--- config.mk ---
export PLATFORM = sky130hd
export DESIGN_NAME = ecHostIf
export DESIGN_NICKNAME = d
export VERILOG_FILES = /design/src/rtl/ecHostPkg.sv /design/src/rtl/ecControl.sv /design/src/rtl/ecDatapath.sv /design/src/rtl/ecHostIf.sv
export SDC_FILE = /design/constraint.sdc
export NUM_CORES = 1
export LEC_CHECK = 0
export BUFFER_PORTS_ARGS = -buffer_cell sky130_fd_sc_hd__buf_2
export CORE_MARGIN = 1.5
export CORE_UTILIZATION = 46
export CTS_CLUSTER_DIAMETER = 30
export DETAILED_ROUTE_END_ITERATION = 10
export GPL_TIMING_DRIVEN = 0
export PLACE_DENSITY = 0.75
export SETUP_SLACK_MARGIN = 0.05
export SLEW_MARGIN = 15
export SYNTH_ARGS = -nofsm -noshare
export SYNTH_HDL_FRONTEND = slang
export SYNTH_SLANG_ARGS = --single-unit
--- constraint.sdc ---
create_clock -name clk -period 1.76 [get_ports clk]
set_clock_uncertainty 0.05 [all_clocks]
set_input_delay 0.352 -clock clk [delete_from_list [all_inputs] [get_ports clk]]
set_output_delay 0.352 -clock clk [all_outputs]
set_load 0.03 [all_outputs]
--- src/rtl/ecHostPkg.sv ---
package ecHostPkg;
  localparam int BYTE_W = 8;

  localparam logic [BYTE_W-1:0] OP_READ   = 8'h80;
  localparam logic [BYTE_W-1:0] OP_WRITE  = 8'h81;
  localparam logic [BYTE_W-1:0] OP_BURST1 = 8'h82;
  localparam logic [BYTE_W-1:0] OP_BURST0 = 8'h83;
  localparam logic [BYTE_W-1:0] OP_QUERY  = 8'h84;
  localparam logic [BYTE_W-1:0] BURST_ACK = 8'h90;

  typedef enum logic [2:0] {
    ST_IDLE,
    ST_RD_ADDR,
    ST_RD_REQ,
    ST_RD_LOAD,
    ST_WR_ADDR,
    ST_WR_DATA
  } seqStateT;

  typedef struct packed {
    logic take;       // consume the pending host byte
    logic latchAddr;  // capture the pending byte as register address
    logic regRe;      // issue register read
    logic regWe;      // issue register write
    logic loadRead;   // register data into output byte
    logic loadAck;    // burst acknowledge into output byte
    logic loadQuery;  // query result into output byte
    logic burstSet;
    logic burstClr;
  } ecStrobeT;
endpackage

--- src/rtl/ecControl.sv ---
module ecControl
  import ecHostPkg::*;
#(
  parameter int CONSUME_CYC = 2
) (
  input  logic              clk,
  input  logic              rstN,
  input  logic              hostWr,
  input  logic              ibf,
  input  logic              cmdBit,
  input  logic [BYTE_W-1:0] inByte,
  output ecStrobeT          strb
);
  localparam int CNT_W = $clog2(CONSUME_CYC + 1);
  localparam logic [CNT_W-1:0] CNT_LAST = CNT_W'(CONSUME_CYC - 1);

  seqStateT state, nextState;
  logic [CNT_W-1:0] dwellCnt;
  logic busy;
  logic take;

  // dwell counter: restarts on every host write, saturates at CNT_LAST
  always_ff @(posedge clk) begin
    if (!rstN) begin
      dwellCnt <= '0;
    end else if (hostWr) begin
      dwellCnt <= '0;
    end else if (ibf && dwellCnt != CNT_LAST) begin
      dwellCnt <= dwellCnt + 1'b1;
    end
  end

  assign busy = (state == ST_RD_REQ) || (state == ST_RD_LOAD);
  assign take = ibf && !hostWr && (dwellCnt == CNT_LAST) && !busy;

  always_comb begin
    strb      = '0;
    nextState = state;
    case (state)
      ST_RD_REQ: begin
        strb.regRe = 1'b1;
        nextState  = ST_RD_LOAD;
      end
      ST_RD_LOAD: begin
        strb.loadRead = 1'b1;
        nextState     = ST_IDLE;
      end
      default: ;
    endcase
    if (take) begin
      strb.take = 1'b1;
      if (cmdBit) begin
        nextState = ST_IDLE;
        case (inByte)
          OP_READ:   nextState = ST_RD_ADDR;
          OP_WRITE:  nextState = ST_WR_ADDR;
          OP_BURST1: begin
            strb.burstSet = 1'b1;
            strb.loadAck  = 1'b1;
          end
          OP_BURST0: strb.burstClr  = 1'b1;
          OP_QUERY:  strb.loadQuery = 1'b1;
          default: ;
        endcase
      end else begin
        case (state)
          ST_RD_ADDR: begin
            strb.latchAddr = 1'b1;
            nextState      = ST_RD_REQ;
          end
          ST_WR_ADDR: begin
            strb.latchAddr = 1'b1;
            nextState      = ST_WR_DATA;
          end
          ST_WR_DATA: begin
            strb.regWe = 1'b1;
            nextState  = ST_IDLE;
          end
          default: ;
        endcase
      end
    end
  end

  always_ff @(posedge clk) begin
    if (!rstN) state <= ST_IDLE;
    else       state <= nextState;
  end
endmodule

--- src/rtl/ecDatapath.sv ---
module ecDatapath
  import ecHostPkg::*;
#(
  parameter int NUM_EVT = 8
) (
  input  logic               clk,
  input  logic               rstN,
  input  logic               hostWr,
  input  logic               hostRd,
  input  logic               hostSel,
  input  logic [BYTE_W-1:0]  hostWdata,
  input  logic [NUM_EVT-1:0] evtSet,
  input  logic [BYTE_W-1:0]  regRdata,
  input  ecStrobeT           strb,
  output logic [BYTE_W-1:0]  inByte,
  output logic               cmdBit,
  output logic               ibf,
  output logic [BYTE_W-1:0]  statusByte,
  output logic [BYTE_W-1:0]  outByte,
  output logic [BYTE_W-1:0]  regAddr,
  output logic [BYTE_W-1:0]  regWdata
);
  logic obf;
  logic burst;
  logic [BYTE_W-1:0]  addrLatch;
  logic [NUM_EVT-1:0] pending;
  logic [NUM_EVT-1:0] lowestHot;
  logic [BYTE_W-1:0]  queryCode;

  // lowest pending event, reported as index + 1
  always_comb begin
    lowestHot = '0;
    queryCode = '0;
    for (int i = NUM_EVT - 1; i >= 0; i--) begin
      if (pending[i]) begin
        lowestHot    = '0;
        lowestHot[i] = 1'b1;
        queryCode    = BYTE_W'(i + 1);
      end
    end
  end

  always_ff @(posedge clk) begin
    if (!rstN) begin
      inByte <= '0;
      cmdBit <= 1'b0;
      ibf    <= 1'b0;
    end else if (hostWr) begin
      inByte <= hostWdata;
      cmdBit <= hostSel;
      ibf    <= 1'b1;
    end else if (strb.take) begin
      ibf <= 1'b0;
    end
  end

  always_ff @(posedge clk) begin
    if (!rstN) begin
      obf     <= 1'b0;
      outByte <= '0;
    end else if (strb.loadRead) begin
      obf     <= 1'b1;
      outByte <= regRdata;
    end else if (strb.loadAck) begin
      obf     <= 1'b1;
      outByte <= BURST_ACK;
    end else if (strb.loadQuery) begin
      obf     <= 1'b1;
      outByte <= queryCode;
    end else if (hostRd && !hostSel) begin
      obf <= 1'b0;
    end
  end

  always_ff @(posedge clk) begin
    if (!rstN) begin
      burst     <= 1'b0;
      addrLatch <= '0;
      pending   <= '0;
    end else begin
      if (strb.burstSet)      burst <= 1'b1;
      else if (strb.burstClr) burst <= 1'b0;
      if (strb.latchAddr) addrLatch <= inByte;
      pending <= (pending & ~(strb.loadQuery ? lowestHot : '0)) | evtSet;
    end
  end

  assign statusByte = {2'b00, |pending, burst, cmdBit, 1'b0, ibf, obf};
  assign regAddr    = addrLatch;
  assign regWdata   = inByte;
endmodule

--- src/rtl/ecHostIf.sv ---
module ecHostIf
  import ecHostPkg::*;
#(
  parameter int CONSUME_CYC = 2,
  parameter int NUM_EVT     = 8
) (
  input  logic               clk,
  input  logic               rstN,
  input  logic               hostWr,
  input  logic               hostRd,
  input  logic               hostSel,
  input  logic [7:0]         hostWdata,
  output logic [7:0]         hostRdata,
  input  logic [NUM_EVT-1:0] evtSet,
  output logic [7:0]         regAddr,
  output logic [7:0]         regWdata,
  output logic               regWe,
  output logic               regRe,
  input  logic [7:0]         regRdata
);
  ecStrobeT strb;
  logic [BYTE_W-1:0] inByte;
  logic [BYTE_W-1:0] statusByte;
  logic [BYTE_W-1:0] outByte;
  logic cmdBit;
  logic ibf;

  ecControl #(.CONSUME_CYC(CONSUME_CYC)) ctrlI (
    .clk(clk), .rstN(rstN), .hostWr(hostWr), .ibf(ibf),
    .cmdBit(cmdBit), .inByte(inByte), .strb(strb)
  );

  ecDatapath #(.NUM_EVT(NUM_EVT)) dpI (
    .clk(clk), .rstN(rstN), .hostWr(hostWr), .hostRd(hostRd),
    .hostSel(hostSel), .hostWdata(hostWdata), .evtSet(evtSet),
    .regRdata(regRdata), .strb(strb), .inByte(inByte), .cmdBit(cmdBit),
    .ibf(ibf), .statusByte(statusByte), .outByte(outByte),
    .regAddr(regAddr), .regWdata(regWdata)
  );

  assign regWe     = strb.regWe;
  assign regRe     = strb.regRe;
  assign hostRdata = hostSel ? statusByte : outByte;
endmodule

==> results of run 1 <==
## metal layers
layer	part of all wire [%]	track usage, %	vias up	wire length (µm)
met5	0	0	-	0
met3	6.0	5.500	11	299
li1	-	-	944	-
met4	2.0	9.184	0	101
met1	45	28.97	876	2245
met2	47	36.51	64	2318
## cells by family (layout without fill, tap and decap cells)
family          Yosys count  in the layout  synth area share (%)
simple gates             95             95                 25.76
compound gates           45             45                 13.60
flops                    41             41                 43.10
mux                      22             22                 11.83
buf+inv                  20             99                 4.139
xor+xnor                  2              2                0.9200
fa+ha+maj                 1              1                0.6569
## final cells by class
class / instances / area [µm²]
Multi-Input combinational cell: 165 / 1197
Tap cell: 50 / 62.56
Sequential cell: 41 / 837.1
Inverter: 9 / 33.78
Fill cell: 331 / 1291
Clock buffer: 8 / 90.09
Buffer: 10 / 47.55
Timing Repair Buffer: 72 / 440.4
## stage by stage
step	setup slack, ns	instance area (µm²)	util, %	std cells
2_1_floorplan	-0.01085	1923	-	226
6_report	-0.1187	2709	67.72	355
5_1_grt	-0.1779	2709	67.72	355
4_1_cts	-0.1201	2515	62.87	349
3_3_place_gp	-0.3230	2256	56.40	330
3_5_place_dp	-0.3497	2256	56.40	330
## flip-flops by register name (all words and copies together), names as in the netlist
register,flops
dpI.outByte,8
dpI.burst,1
dpI.regAddr,8
ctrlI.dwellCnt,2
dpI.pending,8
dpI.inByte,8
ctrlI.state,3
dpI.cmdBit,1
dpI.obf,1
dpI.ibf,1
## synthesized netlist by cell type (2+ instances only)
cell	instances
sky130_fd_sc_hd__nand2_1	13
sky130_fd_sc_hd__or4_1	2
sky130_fd_sc_hd__nand3_1	8
sky130_fd_sc_hd__o21ai_0	15
sky130_fd_sc_hd__nor4_1	4
sky130_fd_sc_hd__inv_1	9
sky130_fd_sc_hd__or3_1	3
sky130_fd_sc_hd__buf_2	3
sky130_fd_sc_hd__nor2b_1	5
sky130_fd_sc_hd__nand2b_1	5
sky130_fd_sc_hd__and2_1	2
sky130_fd_sc_hd__nor3_1	3
sky130_fd_sc_hd__mux2_2	4
sky130_fd_sc_hd__dfxtp_1	41
sky130_fd_sc_hd__a221oi_1	5
sky130_fd_sc_hd__a31oi_1	5
sky130_fd_sc_hd__xnor2_1	2
sky130_fd_sc_hd__a21oi_1	17
sky130_fd_sc_hd__buf_1	2
sky130_fd_sc_hd__nor2_1	42
sky130_fd_sc_hd__mux2i_1	18
sky130_fd_sc_hd__clkbuf_1	6
## repair_timing
action                     4_1_cts  5_1_grt
gates resized for setup         19       34
setup endpoints to repair       34       24
gates cloned                     0        0
pin swaps                       12       14
setup buffers                   12        6
## critical path: cells and delay by family, from the launching register on
kind | cells | cell delay, ns
flops | 1 | 0.35
compound gates | 1 | 0.14
simple gates | 4 | 1.14
buf+inv | 1 | 0.14
## power groups by stage
stage	Clock [W]	Sequential (W)	Combinational (W)
final	0.000636	0.000991	0.000258
after global routing	0.000676	0.000995	0.000279
after CTS	0.000636	0.000988	0.000230
after detailed placement	0	0.00101	0.000203
after global placement	0	0.00101	0.000197
after floorplan	0	0.00102	0.000112
## path summary, 6_finish.rpt
path | to | cells after the start | from
setup / recovery | dpI.outByte[4]$_SDFFE_PN0P_ | 6 | dpI.inByte[4]$_SDFFE_PN0P_
hold / removal | dpI.pending[0]$_SDFF_PN0_ | 3 | evtSet[0]
setup reg to reg | dpI.outByte[4]$_SDFFE_PN0P_ | 6 | dpI.inByte[4]$_SDFFE_PN0P_
hold reg to reg | dpI.outByte[5]$_SDFFE_PN0P_ | 2 | dpI.outByte[5]$_SDFFE_PN0P_
==> PnR_summary.wiki, run 1 <==
{| class="wikitable"
! Metric !! Value
|-
| Max clock buf depth || 2
|-
| Clock transition time at the flip-flop clock pins of the worst setup and hold paths || 0.07 ns
|-
| Maximum number of pins on one net before global-route repair || 13
|-
| Skew-Pair Late Insertion Delay || 0.30 ns
|-
| RSZ-0062 raised after global routing || yes
|-
| Total clock buffers created by CTS || 5
|-
| Number of placement rows || 23
|-
| Final TNS setup || -0.5693 ns
|-
| Initial cell density of the core || 47.61%
|-
| Vertical die dimension || 67.34 µm
|-
| Violated checks || setup timing
|-
| Share of the synthesized area in the top cell type || 43.10%
|-
| Synthesized area || 0.001904 mm²
|-
| DRC errors left || 0
|-
| Maximum operating frequency || 532.3 MHz
|-
| Clock tree from TritonCTS || built
|-
| Switching Share || 26.43%
|-
| Number of optimization iterations in the first detailed-route pass || 4
|-
| Drt wl/cell || 13.98 µm
|-
| Total number of nets in the final design || 334
|-
| Hold Buf Count CTS || 0
|-
| Share of total power in sequential cells || 52.6%
|-
| Internal power contribution || 0.001387 W
|-
| FFs w/ async S/R, synth || 0%
|-
| Number of nets produced by synthesis || 256
|-
| Clk sinks || 41
|-
| Worst Tran Pin Value || 0.7193 ns
|-
| Min Clock Period, post-route || 1.879 ns
|-
| Worst EP arrival || 2.06 ns
|-
| Class of the tightest hold or removal check || input pin to register
|-
| Die Footprint || 0.004535 mm²
|-
| Most common cell after layout, fill and taps aside || sky130_fd_sc_hd__buf_2
|-
| Number of maximum-capacitance violations || 0
|-
| Via count || 1,895
|-
| Clock Root Buffer || sky130_fd_sc_hd__clkbuf_8
|-
| Detailed Route WL || 4964 µm
|-
| Area of the core region || 0.004000 mm²
|-
| First-pass GRT wire length || 7700 µm
|-
| Number of synthesized flops with an enable pin || 0
|-
| Hold slack final || 0.2124 ns
|-
| Via density per instance || 5.338
|-
| Count of input and output buffers || 54
|-
| Slowest Stage Delay on Critical Path || 0.56 ns
|-
| Synth warnings || 0
|-
| Library cell with the largest summed area after synthesis || sky130_fd_sc_hd__dfxtp_1
|-
| Worst max-slew margin expressed relative to the limit || 52.04%
|-
| Finish-stage setup viols || 10
|-
| Cells after synthesis || 226
|-
| Result of the run || finished with violations
|-
| CTS H-Tree Depth || 2
|-
| Distinct cells, synth || 34
|-
| Final number of hold-violating endpoints || 0
|-
| Total grt overflow || 0
|-
| Static leakage power || 1.127 nW
|-
| Proportion of power drawn by combinational gates || 13.7%
|-
| Total Routing Usage GR || 22.62%
|-
| Register bit total from synthesis || 41
|-
| Synth area leaders || sky130_fd_sc_hd__dfxtp_1 43%, sky130_fd_sc_hd__mux2i_1 9.5%, sky130_fd_sc_hd__nor2_1 8.3%, sky130_fd_sc_hd__a21oi_1 4.5%, sky130_fd_sc_hd__o21ai_0 3.9%
|-
| Overall Power || 0.001885 W
|-
| Final weighted congestion of routability-driven global placement || 0.8097
|-
| Endpoint class of the critical path || register
|-
| Initial antenna violation count || 0
|-
| CP Cell Sequence || or4b_4 -> nor2_4 -> nand2_2 -> buf_6 -> or3_4 -> a31oi_4
|-
| Reported net switching power || 0.0004982 W
|-
| Critical path class || register to register
|-
| Worst reg-to-reg setup slack || -0.12 ns
|-
| Slowest CP cell || sky130_fd_sc_hd__or4b_4
|-
| Final period utilization || 106.7%
|-
| Antenna Violating Nets Remaining || 0
|-
| Num ports || 55
|-
| Clock share of power || 33.7%
|-
| Post-synthesis to final-layout area growth || 42.25%
|-
| Diode count || 0
|-
| Share of layout cells above drive strength 1 || 41.97%
|-
| Startpoint type of the worst setup path || register
|-
| Main flop type after synthesis || sky130_fd_sc_hd__dfxtp_1
|-
| Commonest cells after routing, fill and taps aside || 52 x sky130_fd_sc_hd__buf_2, 39 x sky130_fd_sc_hd__nor2_1, 32 x sky130_fd_sc_hd__dfxtp_1
|-
| Number of global-route vias before repair || 1,741
|-
| Maximum VDD drop || 0.4905 mV
|-
| Worst setup margin || -0.1187 ns
|-
| Hpwl dp || 3275 µm
|-
| Initial DRC count || 94
|-
| Critical Path Fanout Max || 3
|-
| Power per cell area || 695.8 mW/mm²
|-
| Slew Viols, Final || 0
|-
| Per-instance average area after synthesis || 8.426 µm²
|-
| Die W || 67.34 µm
|-
| Endpoint required time on the critical path || 1.94 ns
|-
| Share of the yosys chip area belonging to registers || 43.10%
|}
Power figures use the tool's default switching activity.
==> inputs of run 2 (changes only) <==
==> constraint.sdc (replaced) <==
create_clock -name clk -period 1.76 [get_ports clk]
set_clock_uncertainty 0.05 [all_clocks]
set_input_delay 0.264 -clock clk [delete_from_list [all_inputs] [get_ports clk]]
set_output_delay 0.264 -clock clk [all_outputs]
set_load 0.03 [all_outputs]
==> run 2 against run 1 <==
Compared with the run above: the flow still finishes with violations (setup timing); combinational power is 3% lower; clock power is 18% higher; worst setup slack better by 0.028 ns; critical path type unchanged.
==> PnR_summary.wiki, run 2 (synthesis gave the netlist of run 1 again) <==
{| class="wikitable"
! Metric !! Value
|-
| Result of the run || finished with violations
|-
| Violated checks || setup timing
|-
| Antenna Violating Nets Remaining || 0
|-
| R2R Path End || dpI.outByte[0]$_SDFFE_PN0P_
|-
| Worst EP arrival || 1.97 ns
|-
| Worst setup margin || -0.09090 ns
|-
| Final TNS setup || -0.4125 ns
|-
| Final number of hold-violating endpoints || 0
|-
| Static leakage power || 1.113 nW
|-
| Overall Power || 0.001992 W
|-
| Drt wl/cell || 14.44 µm
|-
| Total grt overflow || 0
|-
| Number of optimization iterations in the first detailed-route pass || 4
|-
| Critical Path Fanout Max || 7
|-
| Num ports || 55
|-
| Max clock buf depth || 2
|-
| Area of the multi-input gates || 0.001205 mm²
|-
| Min Clock Period, post-route || 1.851 ns
|-
| Class of the tightest hold or removal check || input pin to register
|-
| Hpwl dp || 3190 µm
|-
| Endpoint class of the critical path || register
|-
| Slew Viols, Final || 0
|-
| Endpoint required time on the critical path || 1.88 ns
|-
| Vertical die dimension || 67.34 µm
|-
| Maximum operating frequency || 540.3 MHz
|-
| Initial DRC count || 98
|-
| DRC errors left || 0
|-
| Finish-stage setup viols || 8
|-
| Power per cell area || 737.9 mW/mm²
|-
| Maximum VDD drop || 0.4488 mV
|-
| First-pass GRT wire length || 7624 µm
|-
| Count of input and output buffers || 54
|-
| Worst max-slew margin expressed relative to the limit || 55.17%
|-
| Initial cell density of the core || 47.61%
|-
| Die Footprint || 0.004535 mm²
|-
| Total clock buffers created by CTS || 5
|-
| Critical path class || register to register
|-
| Worst hold path stage count || 3
|-
| Skew-Pair Late Insertion Delay || 0.29 ns
|-
| Worst reg-to-reg setup slack || -0.09 ns
|-
| Hold Buf Count CTS || 0
|-
| Clk sinks || 41
|-
| Number of maximum-capacitance violations || 0
|-
| Initial antenna violation count || 0
|-
| RSZ-0062 raised after global routing || yes
|-
| Most common cell after layout, fill and taps aside || sky130_fd_sc_hd__buf_2
|-
| CTS H-Tree Depth || 2
|-
| Worst hold start || evtSet[0]
|-
| Worst Tran Pin Value || 0.6724 ns
|-
| Post-synthesis to final-layout area growth || 41.79%
|-
| Depth of the worst register-to-register path || 5
|-
| Diode count || 0
|-
| Number of fill cells in the layout || 328
|-
| Worst reg2reg path startpoint || dpI.inByte[6]$_SDFFE_PN0P_
|-
| Maximum number of pins on one net before global-route repair || 14
|-
| Clock tree from TritonCTS || built
|-
| Startpoint type of the worst setup path || register
|-
| Final period utilization || 105.2%
|-
| Final weighted congestion of routability-driven global placement || 0.7989
|-
| Commonest cells after routing, fill and taps aside || 55 x sky130_fd_sc_hd__buf_2, 38 x sky130_fd_sc_hd__nor2_1, 33 x sky130_fd_sc_hd__dfxtp_1
|-
| Hold Path End || dpI.pending[0]$_SDFF_PN0_
|-
| Number of placement rows || 23
|-
| Total Routing Usage GR || 22.33%
|-
| Number of global-route vias before repair || 1,688
|-
| Die W || 67.34 µm
|-
| Area taken by flip-flops and latches || 838.3 µm²
|-
| Total number of nets in the final design || 331
|-
| Via count || 1,882
|-
| Area of the core region || 0.004000 mm²
|-
| Share of layout cells above drive strength 1 || 41.39%
|-
| Via density per instance || 5.347
|-
| Detailed Route WL || 5082 µm
|-
| Clock transition time at the flip-flop clock pins of the worst setup and hold paths || 0.08 ns
|-
| Clock Root Buffer || sky130_fd_sc_hd__clkbuf_8
|-
| Fin util || 67.50%
|}
run 2: stage by stage:
stage,hold slack (ns),worst slack [ns],area (µm²),cells
after floorplan,0.3314,-0.01160,1914,226
after CTS,0.1324,-0.07360,2526,347
after global placement,0.4013,-0.3498,2247,330
after global routing,0.1400,-0.1915,2700,352
final,0.1360,-0.09090,2700,352
after detailed placement,0.4156,-0.3590,2247,330
run 2: timing repair:
| item | 4_1_cts | 5_1_grt |
|---|---|---|
| setup buffers | 9 | 5 |
| gates resized for setup | 21 | 32 |
| pin swaps | 6 | 4 |
| gates cloned | 0 | 0 |
| endpoints found under the setup margin | 30 | 30 |
run 2: per-layer routing:
metal  track usage (%)  part of all wire (%)
met1             28.67                    44
met2             36.39                    48
met3             5.333                   5.8
met4             8.163                   1.9
met5                 0                     0
run 2: critical path, stage by stage (launching register included):
cell and delay [ns]:
sky130_fd_sc_hd__dfxtp_4 0.35, sky130_fd_sc_hd__or4b_4 0.57, sky130_fd_sc_hd__nor2_4 0.17, sky130_fd_sc_hd__nand3_4 0.15
sky130_fd_sc_hd__o31ai_2 0.29, sky130_fd_sc_hd__a221oi_1 0.14
run 2: worst max path at each step:
stage / end / from / depth (start not counted)
after floorplan: dpI.outByte[0]$_SDFFE_PN0P_ / dpI.inByte[6]$_SDFFE_PN0P_ / 5
final: dpI.outByte[0]$_SDFFE_PN0P_ / dpI.inByte[6]$_SDFFE_PN0P_ / 5
after global routing: dpI.outByte[0]$_SDFFE_PN0P_ / dpI.inByte[6]$_SDFFE_PN0P_ / 5
after CTS: ctrlI.state[0]$_SDFF_PN0_ / dpI.inByte[6]$_SDFFE_PN0P_ / 5
after detailed placement: dpI.outByte[0]$_SDFFE_PN0P_ / ctrlI.dwellCnt[0]$_SDFFE_PP0P_ / 6
after global placement: dpI.outByte[0]$_SDFFE_PN0P_ / ctrlI.dwellCnt[0]$_SDFFE_PP0P_ / 6
run 2: layout make-up:
type                            instances  area share [%]
Inverter                                9           1.251
Tap cell                               50           2.317
Multi-Input combinational cell        165           44.62
Timing Repair Buffer                   68           14.97
Clock buffer                            5           2.549
Clock inverter                          3           1.529
Buffer                                 11           1.715
Sequential cell                        41           31.05
run 2: report_power, final:
group | internal (W) | leakage (nW) | switching [W] | total [W]
combinational | 0.000105 | 0.723 | 0.000146 | 0.000251
sequential | 0.000956 | 0.339 | 0.0000345 | 0.000990
clock | 0.000418 | 0.0518 | 0.000334 | 0.000751
==> inputs of run 3 (changes only) <==
--- a/config.mk
+++ b/config.mk
@@ -12,6 +12,7 @@
 export DETAILED_ROUTE_END_ITERATION = 10
 export GPL_TIMING_DRIVEN = 0
 export PLACE_DENSITY = 0.75
+export REMOVE_ABC_BUFFERS = 1
 export SETUP_SLACK_MARGIN = 0.05
 export SLEW_MARGIN = 15
 export SYNTH_ARGS = -nofsm -noshare
==> run 3 against run 2 <==
Compared with the run above: the flow still finishes with violations (setup timing); register-to-register slack got worse by 0.06 ns; hold slack lost 0.0079 ns; flip-flop and latch count is the same; wire length is 1.4% lower; first-iteration DRC count down 30%; sequential power barely moved; global-route usage increased by 0.40 points; utilization up 1.7 points; cell area rose by 2.5%; sequential share of layout area fell by 0.67 points; die area is the same; largest cell class unchanged; highest routed layer unchanged.
==> PnR_summary.wiki, run 3 (synthesis gave the netlist of run 1 again) <==
{| class="wikitable"
! Metric !! Value
|-
| Final weighted congestion of routability-driven global placement || 0.7914
|-
| Maximum number of pins on one net before global-route repair || 34
|-
| Via count || 1,865
|-
| Class of the tightest hold or removal check || input pin to register
|-
| Drt wl/cell || 14.48 µm
|-
| Clk sinks || 41
|-
| Startpoint type of the worst setup path || register
|-
| Worst hold path stage count || 3
|-
| Maximum VDD drop || 0.5921 mV
|-
| Worst Tran Pin Value || 1.115 ns
|-
| Clock Root Buffer || sky130_fd_sc_hd__clkbuf_8
|-
| DP Worst Slack || -0.5251 ns
|-
| Endpoint required time on the critical path || 1.93 ns
|-
| Slew Viols, Final || 0
|-
| Most common cell after layout, fill and taps aside || sky130_fd_sc_hd__buf_2
|-
| Endpoint class of the critical path || register
|-
| Final std cells w/o fill || 346
|-
| Worst reg-to-reg setup slack || -0.15 ns
|-
| Total Routing Usage GR || 22.73%
|-
| Max clock buf depth || 2
|-
| Skew-Pair Late Insertion Delay || 0.30 ns
|-
| First-pass GRT wire length || 7624 µm
|-
| Final number of hold-violating endpoints || 0
|-
| Number of global-route vias before repair || 1,681
|-
| Maximum operating frequency || 524.0 MHz
|-
| Final cell area excluding filler cells || 0.002768 mm²
|-
| Overall Power || 0.002025 W
|-
| Share of layout cells above drive strength 1 || 47.30%
|-
| Die Footprint || 0.004535 mm²
|-
| Number of maximum-capacitance violations || 0
|-
| Initial cell density of the core || 47.61%
|-
| Post-synthesis to final-layout area growth || 45.33%
|-
| Hold Buf Count CTS || 0
|-
| Detailed Route WL || 5009 µm
|-
| Worst setup margin || -0.1486 ns
|-
| Diode count || 0
|-
| Area of the core region || 0.004000 mm²
|-
| DRC errors left || 0
|-
| Worst reg2reg path startpoint || dpI.inByte[5]$_SDFFE_PN0P_
|-
| Vertical die dimension || 67.34 µm
|-
| Initial antenna violation count || 0
|-
| Critical Path Fanout Max || 4
|-
| Clock transition time at the flip-flop clock pins of the worst setup and hold paths || 0.08 ns
|-
| Min Clock Period, post-route || 1.909 ns
|-
| Commonest cells after routing, fill and taps aside || 52 x sky130_fd_sc_hd__buf_2, 38 x sky130_fd_sc_hd__nor2_1, 29 x sky130_fd_sc_hd__dfxtp_1
|-
| Final period utilization || 108.4%
|-
| Initial DRC count || 69
|-
| Static leakage power || 1.126 nW
|-
| Power per cell area || 731.5 mW/mm²
|-
| Cell total after placement || 319
|-
| Worst hold start || evtSet[0]
|-
| Count of input and output buffers || 54
|-
| Die W || 67.34 µm
|-
| Total clock buffers created by CTS || 5
|-
| Result of the run || finished with violations
|-
| Total placed instance area || 0.002192 mm²
|-
| Worst EP arrival || 2.08 ns
|-
| Total number of nets in the final design || 325
|-
| Via density per instance || 5.390
|-
| Total grt overflow || 0
|-
| RSZ-0062 raised after global routing || yes
|-
| Violated checks || setup timing
|-
| Clock tree from TritonCTS || built
|-
| Depth of the worst register-to-register path || 5
|-
| Num ports || 55
|-
| Number of placement rows || 23
|-
| Hpwl dp || 2942 µm
|-
| Hold Path End || dpI.pending[0]$_SDFF_PN0_
|-
| Number of optimization iterations in the first detailed-route pass || 4
|-
| Critical path class || register to register
|-
| CTS H-Tree Depth || 2
|-
| Finish-stage setup viols || 11
|-
| Antenna Violating Nets Remaining || 0
|-
| R2R Path End || ctrlI.state[0]$_SDFF_PN0_
|-
| Hold slack final || 0.1281 ns
|-
| Worst max-slew margin expressed relative to the limit || 25.58%
|}
## run 3: changes by cell type in the layout (fill, tap and decap cells not counted), sizes merged
cell	previous run	this run
clkbuf	11	5
## run 3: cell type report
cell class                      instances  area (µm²)
Clock buffer                            5       68.82
Clock inverter                          3       46.29
Fill cell                             299        1232
Inverter                                9       33.78
Multi-Input combinational cell        165        1262
Sequential cell                        41       840.8
Tap cell                               50       62.56
Timing Repair Buffer                   73       452.9
## run 3: where the power goes
group	total [W]	switching, W	internal (W)
logic	0.000251	0.000144	0.000107
registers	0.00100	0.0000435	0.000956
clock network	0.000773	0.000349	0.000424
total	0.00202	0.000537	0.00149
## run 3: timing repair
item	in CTS	in global routing
setup buffers	14	5
cloned	0	0
setup endpoints to repair	30	30
gates resized for setup	52	25
pin swaps	18	11
## run 3: how the worst max path moves through the flow
stage	start	to	slack, ns	cells after the start
3_3_place_gp	hostWr	dpI.outByte[0]$_SDFFE_PN0P_	-0.55	6
5_1_grt	dpI.inByte[5]$_SDFFE_PN0P_	ctrlI.state[0]$_SDFF_PN0_	-0.20	5
4_1_cts	dpI.inByte[6]$_SDFFE_PN0P_	ctrlI.state[0]$_SDFF_PN0_	-0.11	5
2_1_floorplan	dpI.inByte[7]$_SDFFE_PN0P_	ctrlI.state[0]$_SDFF_PN0_	-0.14	5
6_report	dpI.inByte[5]$_SDFFE_PN0P_	ctrlI.state[0]$_SDFF_PN0_	-0.15	5
3_5_place_dp	hostWr	dpI.outByte[0]$_SDFFE_PN0P_	-0.53	6
## run 3: worst max-delay path, stage by stage, from the launching register on
cell and delay, ns:
sky130_fd_sc_hd__dfxtp_2 0.33, sky130_fd_sc_hd__or4b_4 0.56, sky130_fd_sc_hd__nor2_4 0.21, sky130_fd_sc_hd__nand2_2 0.09
sky130_fd_sc_hd__or4_4 0.45, sky130_fd_sc_hd__a31oi_4 0.14
## run 3: layer usage
metal	global-route usage [%]	vias up	share of wire [%]
li1	-	930	-
met1	27.09	884	42
met2	37.13	42	52
met3	7.167	9	4.6
met4	10.71	0	1.6
met5	0	-	0
## run 3: stage by stage
step | utilization (%) | TNS, ns
2_1_floorplan | - | -0.7269
3_3_place_gp | 54.80 | -7.866
3_5_place_dp | 54.80 | -7.766
4_1_cts | 65.37 | -0.2909
5_1_grt | 69.19 | -1.585
6_report | 69.19 | -0.5776
